[src/rtl/bcu_pkg.sv]
package bcu_pkg;
  localparam int DW    = 16;
  localparam int NFLAG = 4;
  // flag vector positions
  localparam int F_ZERO  = 0;
  localparam int F_NEG   = 1;
  localparam int F_CARRY = 2;
  localparam int F_OVF   = 3;
  // flags held by freeze: zero, negative, carry
  localparam logic [NFLAG-1:0] HOLD_MASK = 4'b0111;

  typedef enum logic [3:0] {
    C_ZERO  = 4'd0,
    C_NEG   = 4'd1,
    C_CARRY = 4'd2,
    C_CNTZ  = 4'd3,
    C_RNEG  = 4'd4,
    C_RODD  = 4'd5,
    C_RESCH = 4'd6,
    C_OVF   = 4'd7,
    C_NOIO  = 4'd8
  } cond_e;
endpackage

[src/rtl/bcu_rst_sync.sv]
module bcu_rst_sync #(
  parameter int STAGES = 2
) (
  input  logic clk,
  input  logic rst_n,
  output logic rst_q
);
  logic [STAGES-1:0] sh_q;
  logic [STAGES-1:0] sh_d;

  always_comb begin
    sh_d = {sh_q[STAGES-2:0], 1'b1};
  end

  always_ff @(posedge clk or negedge rst_n) begin
    if (!rst_n) sh_q <= '0;
    else        sh_q <= sh_d;
  end

  assign rst_q = sh_q[STAGES-1];
endmodule

[src/rtl/bcu_flag_bank.sv]
module bcu_flag_bank #(
  parameter int N = bcu_pkg::NFLAG,
  parameter logic [N-1:0] HOLD = bcu_pkg::HOLD_MASK
) (
  input  logic         clk,
  input  logic         rst_n,
  input  logic         freeze,
  input  logic [N-1:0] d,
  output logic [N-1:0] q
);
  logic [N-1:0] en;
  logic [N-1:0] nxt;

  for (genvar i = 0; i < N; i++) begin : g_bit
    if (HOLD[i]) begin : g_hold
      assign en[i] = ~freeze;
    end else begin : g_free
      assign en[i] = 1'b1;
    end
    assign nxt[i] = en[i] ? d[i] : q[i];
  end

  always_ff @(posedge clk or negedge rst_n) begin
    if (!rst_n) q <= '0;
    else        q <= nxt;
  end
endmodule

[src/rtl/bcu_resched.sv]
module bcu_resched (
  input  logic clk,
  input  logic rst_n,
  input  logic set_i,
  input  logic clr_i,
  output logic flag_q
);
  logic flag_d;

  always_comb begin
    flag_d = flag_q;
    if (clr_i)      flag_d = 1'b0;
    else if (set_i) flag_d = 1'b1;
  end

  always_ff @(posedge clk or negedge rst_n) begin
    if (!rst_n) flag_q <= 1'b0;
    else        flag_q <= flag_d;
  end
endmodule

[src/rtl/bcu_cond_mux.sv]
module bcu_cond_mux
  import bcu_pkg::*;
(
  input  logic [NFLAG-1:0] flags,
  input  logic             cnt_is_zero,
  input  logic             rbus_sign,
  input  logic             rbus_lsb,
  input  logic             resched,
  input  logic             io_attn,
  input  logic [3:0]       sel,
  input  logic             inv,
  output logic             take,
  output logic             cnt_dec
);
  logic raw;
  logic known;

  always_comb begin
    raw   = 1'b0;
    known = 1'b1;
    case (sel)
      C_ZERO:  raw = flags[F_ZERO];
      C_NEG:   raw = flags[F_NEG];
      C_CARRY: raw = flags[F_CARRY];
      C_CNTZ:  raw = cnt_is_zero;
      C_RNEG:  raw = rbus_sign;
      C_RODD:  raw = rbus_lsb;
      C_RESCH: raw = resched;
      C_OVF:   raw = flags[F_OVF];
      C_NOIO:  raw = ~io_attn;
      default: known = 1'b0;
    endcase
    take    = known & (raw ^ inv);
    cnt_dec = (sel == C_CNTZ);
  end
endmodule

[src/rtl/bcu_branch_cond.sv]
module bcu_branch_cond
  import bcu_pkg::*;
#(
  parameter int DATA_W = DW
) (
  input  logic              clk,
  input  logic              rst_n,
  input  logic [DATA_W-1:0] alu_res,
  input  logic              alu_cout,
  input  logic              alu_ovf,
  input  logic              freeze_i,
  input  logic              cnt_is_zero,
  input  logic              rbus_sign,
  input  logic              rbus_lsb,
  input  logic              resched_set,
  input  logic              resched_clr,
  input  logic              io_attn,
  input  logic [3:0]        cond_sel,
  input  logic              cond_inv,
  output logic              take,
  output logic              cnt_dec
);
  localparam int MSB = DATA_W - 1;

  logic             rst_q;
  logic [NFLAG-1:0] flag_d;
  logic [NFLAG-1:0] flag_q;
  logic             resched_q;

  bcu_rst_sync #(.STAGES(2)) u_rst (
    .clk   (clk),
    .rst_n (rst_n),
    .rst_q (rst_q)
  );

  always_comb begin
    flag_d          = '0;
    flag_d[F_ZERO]  = ~|alu_res;
    flag_d[F_NEG]   = alu_res[MSB];
    flag_d[F_CARRY] = alu_cout;
    flag_d[F_OVF]   = alu_ovf;
  end

  bcu_flag_bank #(.N(NFLAG), .HOLD(HOLD_MASK)) u_flags (
    .clk    (clk),
    .rst_n  (rst_q),
    .freeze (freeze_i),
    .d      (flag_d),
    .q      (flag_q)
  );

  bcu_resched u_resch (
    .clk    (clk),
    .rst_n  (rst_q),
    .set_i  (resched_set),
    .clr_i  (resched_clr),
    .flag_q (resched_q)
  );

  bcu_cond_mux u_mux (
    .flags       (flag_q),
    .cnt_is_zero (cnt_is_zero),
    .rbus_sign   (rbus_sign),
    .rbus_lsb    (rbus_lsb),
    .resched     (resched_q),
    .io_attn     (io_attn),
    .sel         (cond_sel),
    .inv         (cond_inv),
    .take        (take),
    .cnt_dec     (cnt_dec)
  );
endmodule

[config.mk]
export PLATFORM = sky130hd
export DESIGN_NAME = bcu_branch_cond
export DESIGN_NICKNAME = d
export VERILOG_FILES = /design/src/rtl/bcu_pkg.sv /design/src/rtl/bcu_rst_sync.sv /design/src/rtl/bcu_flag_bank.sv /design/src/rtl/bcu_resched.sv /design/src/rtl/bcu_cond_mux.sv /design/src/rtl/bcu_branch_cond.sv
export SDC_FILE = /design/constraint.sdc
export NUM_CORES = 1
export LEC_CHECK = 0
export BUFFER_PORTS_ARGS = -buffer_cell sky130_fd_sc_hd__clkbuf_2
export CORE_MARGIN = 2
export CORE_UTILIZATION = 30
export DETAILED_ROUTE_END_ITERATION = 16
export PLACE_DENSITY = 0.66
export SYNTH_ARGS = -nofsm -noshare
export SYNTH_HDL_FRONTEND = slang
export SYNTH_HIERARCHICAL = 1
export SYNTH_SLANG_ARGS = --single-unit
export TNS_END_PERCENT = 100
[constraint.sdc]
create_clock -name clk -period 3.7 [get_ports clk]
set_clock_uncertainty 0.1 [all_clocks]
set_input_delay 0.925 -clock clk [delete_from_list [all_inputs] [get_ports clk]]
set_output_delay 0.925 -clock clk [all_outputs]
set_load 0.05 [all_outputs]
# Yosys cells after proc, flatten, opt, wreduce, memory -nomap -nowiden
# Index checks and enable logic that the tools add are counted.
[word_totals]
regBits = 7
latch_bits = 0
ram_bits = 0
rom_bits = 0
wordCells = 24
memories = 0
[op_classes]
n_addsub = 0
mul = 0
div_mod_pow = 0
order_cmp = 0
n_eq_ne = 8
shift = 0
n_mux = 4
bitwise_logic = 3
reduce_logical = 5
[op_table]
columns = ["cell", "n"]
rows = [
  ["== test 4 x 3 -> 1 bit (second input constant)", 4],
  ["OR reduction 16 bit", 1],
  ["case mux 1 bit (9 select lines)", 1],
  ["OR reduction 9 bit", 1],
  ["== test 4 x 2 -> 1 bit (second input constant)", 2],
  ["== test 4 x 1 -> 1 bit (second input constant)", 1],
  ["== test 4 bit (second input constant)", 1],
  ["logical NOT 4 bit", 1],
  ["two-way mux 1 bit", 3],
  ["nonzero test 2 bit", 1],
  ["bitwise AND 1 bit", 1],
  ["logical NOT 1 bit", 1],
  ["inverter 1 bit", 1],
  ["XOR 1 bit", 1],
]

# Logic depth before layout (Yosys ltp)
[logic_depth]
word_depth = 4
mapped_depth = 5

# By module
# Netlist, hierarchy kept.
[modules_own_cells]
columns = ["mod", "instances", "cells_each", "area_each_um2", "seq_area_each_um2"]
rows = [
  ["bcu_cond_mux", 1, 14, 137.6, 0.0],
  ["bcu_flag_bank", 1, 7, 133.9, 100.1],
  ["bcu_rst_sync", 1, 3, 53.8, 50.0],
  ["bcu_resched", 1, 2, 35.0, 25.0],
  ["bcu_branch_cond", 1, 5, 33.8, 0.0],
]

# Worst setup path after synthesis
# No wires, ideal clock.
[synth_timing]
path_type = "input-to-output"
start = "input cond_sel[3]"
end = "output take"
t_arrival_ps = 2538
slack_ps = 137
cell_stages = 4
path_cell_list = "nand2b_2 -> a21oi_1 -> a221oi_2 -> o31ai_1"
[synth_between]
elab_chain_len = 4
[synth_rtl]
columns = ["element", "line", "rtl"]
rows = [
  ["start: declaration", "bcu_branch_cond.sv:18", "input logic [3:0] cond_sel,"],
  ["== test 4 bit, or another cell as far along", "bcu_cond_mux.sv:21", "case (sel)"],
  ["case mux 1 bit (9 select lines) or OR reduction 9 bit (tied branches)", "n/a", ""],
  ["XOR 1 bit or two-way mux 1 bit (tied branches)", "bcu_cond_mux.sv:33, bcu_cond_mux.sv:21", ""],
  ["bitwise AND 1 bit *", "bcu_cond_mux.sv:33", "take = known & (raw ^ inv);"],
  ["end: declaration", "bcu_branch_cond.sv:20", "output logic take,"],
]
# Mark *: on every way between the ends. The rest lies on a longest branch, timed or not.

# Worst setup path after layout
# Same ends and word-level chain as after synthesis.

==> tab_implementation.tex <==
\begin{tabular}{lr}
\hline
Metric & Value \\
\hline
\multicolumn{2}{l}{\textbf{Setup path}} \\
Slowest CP cell & sky130\_fd\_sc\_hd\_\_clkbuf\_2 \\
Worst-path cell chain & clkbuf\_2, nor2b\_2, a211o\_1, a221oi\_2, o221ai\_1, o31ai\_1, clkbuf\_2 \\
CP Max Fanout & 4 \\
Maximum cell stage delay along the critical path & approximately 0.32 ns \\
Reg2Reg Launch Point & u\_rst/sh\_q[1]\$\_DFF\_PN0\_ \\
Setup Crit Path Kind & in -> out \\
Setup slack on the worst flop-to-flop path & between 2 and 3 ns \\
Endpoint of the lowest-slack register-to-register path & u\_flags/q[1]\$\_DFFE\_PN0N\_ \\
Type of element capturing the critical path & primary output \\
Data required time at the worst endpoint & 2.67 ns \\
Worst endpoint data arrival time & 2.27 ns \\
Path depth of the worst reg2reg path & 1 \\
CP Launch Type & primary input \\
Most numerous cell on the critical path & sky130\_fd\_sc\_hd\_\_clkbuf\_2 \\
\multicolumn{2}{l}{\textbf{Detailed routing}} \\
Vias after detailed routing & 393 \\
DR pass1 iterations & 2 \\
First-iteration detailed-routing DRC count & 2 \\
Residual DRC count & 0 \\
Antenna violation net count after detailed routing & 0 \\
Total wire length & 865 um \\
Via-to-Cell Ratio & 4.68 \\
Routed length per placed instance & about 10 um \\
\multicolumn{2}{l}{\textbf{Cells and area}} \\
Antenna Cells & 0 \\
Final non-filler cell total & 84 \\
Proportion of layout cells with a drive suffix above 1 & about two thirds \\
Most common cell after layout, fill and taps aside & sky130\_fd\_sc\_hd\_\_clkbuf\_2 \\
Synthesis-to-layout area growth & 55.9\% \\
Commonest cells after routing, fill and taps aside & sky130\_fd\_sc\_hd\_\_clkbuf\_2 (33), sky130\_fd\_sc\_hd\_\_dfrtp\_1 (7), sky130\_fd\_sc\_hd\_\_nor4\_1 (4) \\
Util after Layout & 48.4\% \\
Number of nets in the layout & 102 \\
\multicolumn{2}{l}{\textbf{Placement}} \\
Routability congestion estimate from global placement & between 0.6 and 0.7 \\
Port-buffer cells & 33 \\
Placed instance count & 79 \\
\multicolumn{2}{l}{\textbf{Global routing}} \\
Initial antenna violation count & 0 \\
Global-route track usage on met1 & 11.1\% \\
Pin count of the biggest net entering global routing & 7 \\
Met3 layer usage reported by global route & approximately 1.7\% \\
Gr usage total & 10.8\% \\
Overflow left after global routing & 0 \\
Met2 track utilization from global routing & 18.5\% \\
Vias in the first global route & 284 \\
Wire length of the first global-routing pass & 1.07 mm \\
Most used routing layer & met2 \\
\multicolumn{2}{l}{\textbf{Timing}} \\
Share of the cycle needed by the critical path after routing & roughly nine tenths \\
Max Clk Rate & approximately 300 MHz \\
Number of failing hold endpoints at the final stage & 0 \\
Pins over their slew limit & 0 \\
Final worst path period need & 3.30 ns \\
Unrepaired setup endpoints after global routing & no \\
Sum Neg Setup Slack & 0 ns \\
Final-report setup violation count & 0 \\
\multicolumn{2}{l}{\textbf{Hold path}} \\
Cells on Worst Hold Path & 0 \\
Tightest Hold Check Type & reg -> reg \\
Hold Path End & u\_rst/sh\_q[1]\$\_DFF\_PN0\_ \\
Hold\_sp & u\_rst/sh\_q[0]\$\_DFF\_PN0\_ \\
\multicolumn{2}{l}{\textbf{Clock tree}} \\
Clock transition at the register clock pins on the worst setup and hold paths after CTS & $\sim$0.050 ns \\
Sinks on Clock Net & 7 \\
TritonCTS clock tree & yes \\
\# H-tree levels & 1 \\
Total of cells resized after clock tree synthesis & 0 \\
Number of buffers inserted to repair setup after CTS & 0 \\
Buffer depth of the longest clock path & 2 \\
Master cell of the clock root buffer & sky130\_fd\_sc\_hd\_\_clkbuf\_4 \\
Number of clock buffers inserted by TritonCTS & 3 \\
Post-CTS Hold Fix Bufs & 1 \\
Worst-Skew Late Latency & 0.24 ns \\
\multicolumn{2}{l}{\textbf{Power and ir drop}} \\
Overall power after layout & a little under 0.2 mW \\
Power per unit of standard cell area & 316 mW/mm\^{}2 \\
Static leakage power & 0.328 nW \\
Maximum resistive drop on vdd & 194 uV \\
\multicolumn{2}{l}{\textbf{Floorplanning}} \\
Core Box Area & 0.00127 mm\^{}2 \\
Number of placement rows & 13 \\
Die ar. & 0.00162 mm\^{}2 \\
Boundary Pins & 34 \\
Width of the chip & 40.2 um \\
Die Y-Extent & 40.2 um \\
Starting density of the core & between 30\% and 40\% \\
\multicolumn{2}{l}{\textbf{Synthesis}} \\
Instance count of the mapped netlist & 31 \\
Flop and latch count out of synthesis & 7 \\
Summed instance area of the synthesized netlist & 394 um\^{}2 \\
Number of warning messages in the yosys log & 6 \\
Synthesized netlist net count & 63 \\
Synth Area per Inst & 12.7 um\^{}2 \\
Number of distinct standard cells referenced by the synthesized netlist & 20 \\
Fraction of the yosys area taken by sequential cells & between 40 and 50\% \\
\multicolumn{2}{l}{\textbf{Flow run}} \\
Max-capacitance violation count & 0 \\
\multicolumn{2}{l}{\textbf{Outcome}} \\
Run status & complete, no violations \\
\hline
\end{tabular}
[where the power goes]
part	total (mW)	internal (mW)	switching, mW
sequential	0.0833	0.0813	0.00203
clock	0.0662	0.0410	0.0252
combinational	0.0446	0.0247	0.0199
[state kept, by name, summed over array words and instances (netlist names)]
register,flops
u_flags/q,4
u_resch/flag_q,1
u_rst/sh_q,2
[synth_stat cells]
library cell / n / share of area, %
sky130_fd_sc_hd__conb_1: 1 / 0.95
sky130_fd_sc_hd__o221ai_1: 1 / 2.2
sky130_fd_sc_hd__nor3_1: 1 / 1.3
sky130_fd_sc_hd__a211o_1: 1 / 2.2
sky130_fd_sc_hd__and2b_2: 1 / 2.2
sky130_fd_sc_hd__and4_1: 1 / 2.2
sky130_fd_sc_hd__inv_1: 1 / 0.95
sky130_fd_sc_hd__o21ba_1: 1 / 2.5
sky130_fd_sc_hd__a21boi_2: 1 / 2.9
sky130_fd_sc_hd__nand2b_2: 1 / 2.2
sky130_fd_sc_hd__a221oi_2: 1 / 3.8
sky130_fd_sc_hd__dfrtp_1: 7 / 44
sky130_fd_sc_hd__a21oi_1: 1 / 1.3
sky130_fd_sc_hd__nor4_1: 4 / 6.3
sky130_fd_sc_hd__o31ai_1: 1 / 1.9
sky130_fd_sc_hd__mux2_2: 3 / 8.6
sky130_fd_sc_hd__nor2b_2: 1 / 2.2
sky130_fd_sc_hd__and3b_1: 1 / 2.2
sky130_fd_sc_hd__mux2_4: 1 / 3.8
sky130_fd_sc_hd__mux4_2: 1 / 5.7
[stage by stage]
step | hold slack [ns] | area, um^2 | setup slack, ns
floorplan | -0.0459 | 394 | 0.137
global placement | -0.0282 | 578 | 0.408
detailed placement | -0.0185 | 578 | 0.379
CTS | 0.256 | 614 | 0.379
global route | 0.277 | 614 | 0.293
finish | 0.252 | 614 | 0.401
[worst max-delay path by stage]
stage	start	endpoint	depth (start not counted)	slack [ns]
detailed placement	cond_sel[3]	take	7	0.38
finish	cond_sel[3]	take	7	0.40
floorplan	cond_sel[3]	take	4	0.14
global route	cond_sel[3]	take	7	0.29
global placement	cond_sel[3]	take	7	0.41
CTS	cond_sel[3]	take	7	0.38
[cell type report]
| cell class | instances | area, um^2 |
|---|---|---|
| clock buffer | 4 | 26.3 |
| fill | 126 | 654 |
| inverter | 1 | 3.75 |
| multi-input combinational | 23 | 215 |
| sequential | 7 | 175 |
| tap | 15 | 18.8 |
| timing repair buffer | 34 | 175 |
[worst max-delay path: cells and delay by family]
kind            cells  cell delay [ns]
simple gates        1             0.14
compound gates      4             0.79
buf+inv             2             0.42
[per-layer routing]
layer  up-vias  wire, um
li1        200         -
met1       181       331
met2        12       487
met3         0        47
met4         0         0
met5         -         0
[cell families (layout without fill, tap and decap cells)]
group,count (synthesis),after routing,synth area share [%]
and+or+nand+nor,10,10,18.7
buffers and inverters,1,39,0.951
AOI/OAI and AO/OA,7,7,16.8
DFF,7,7,44.4
muxes,5,5,18.1
other,1,1,0.951
Note: power is estimated with default switching activity, not from simulation.
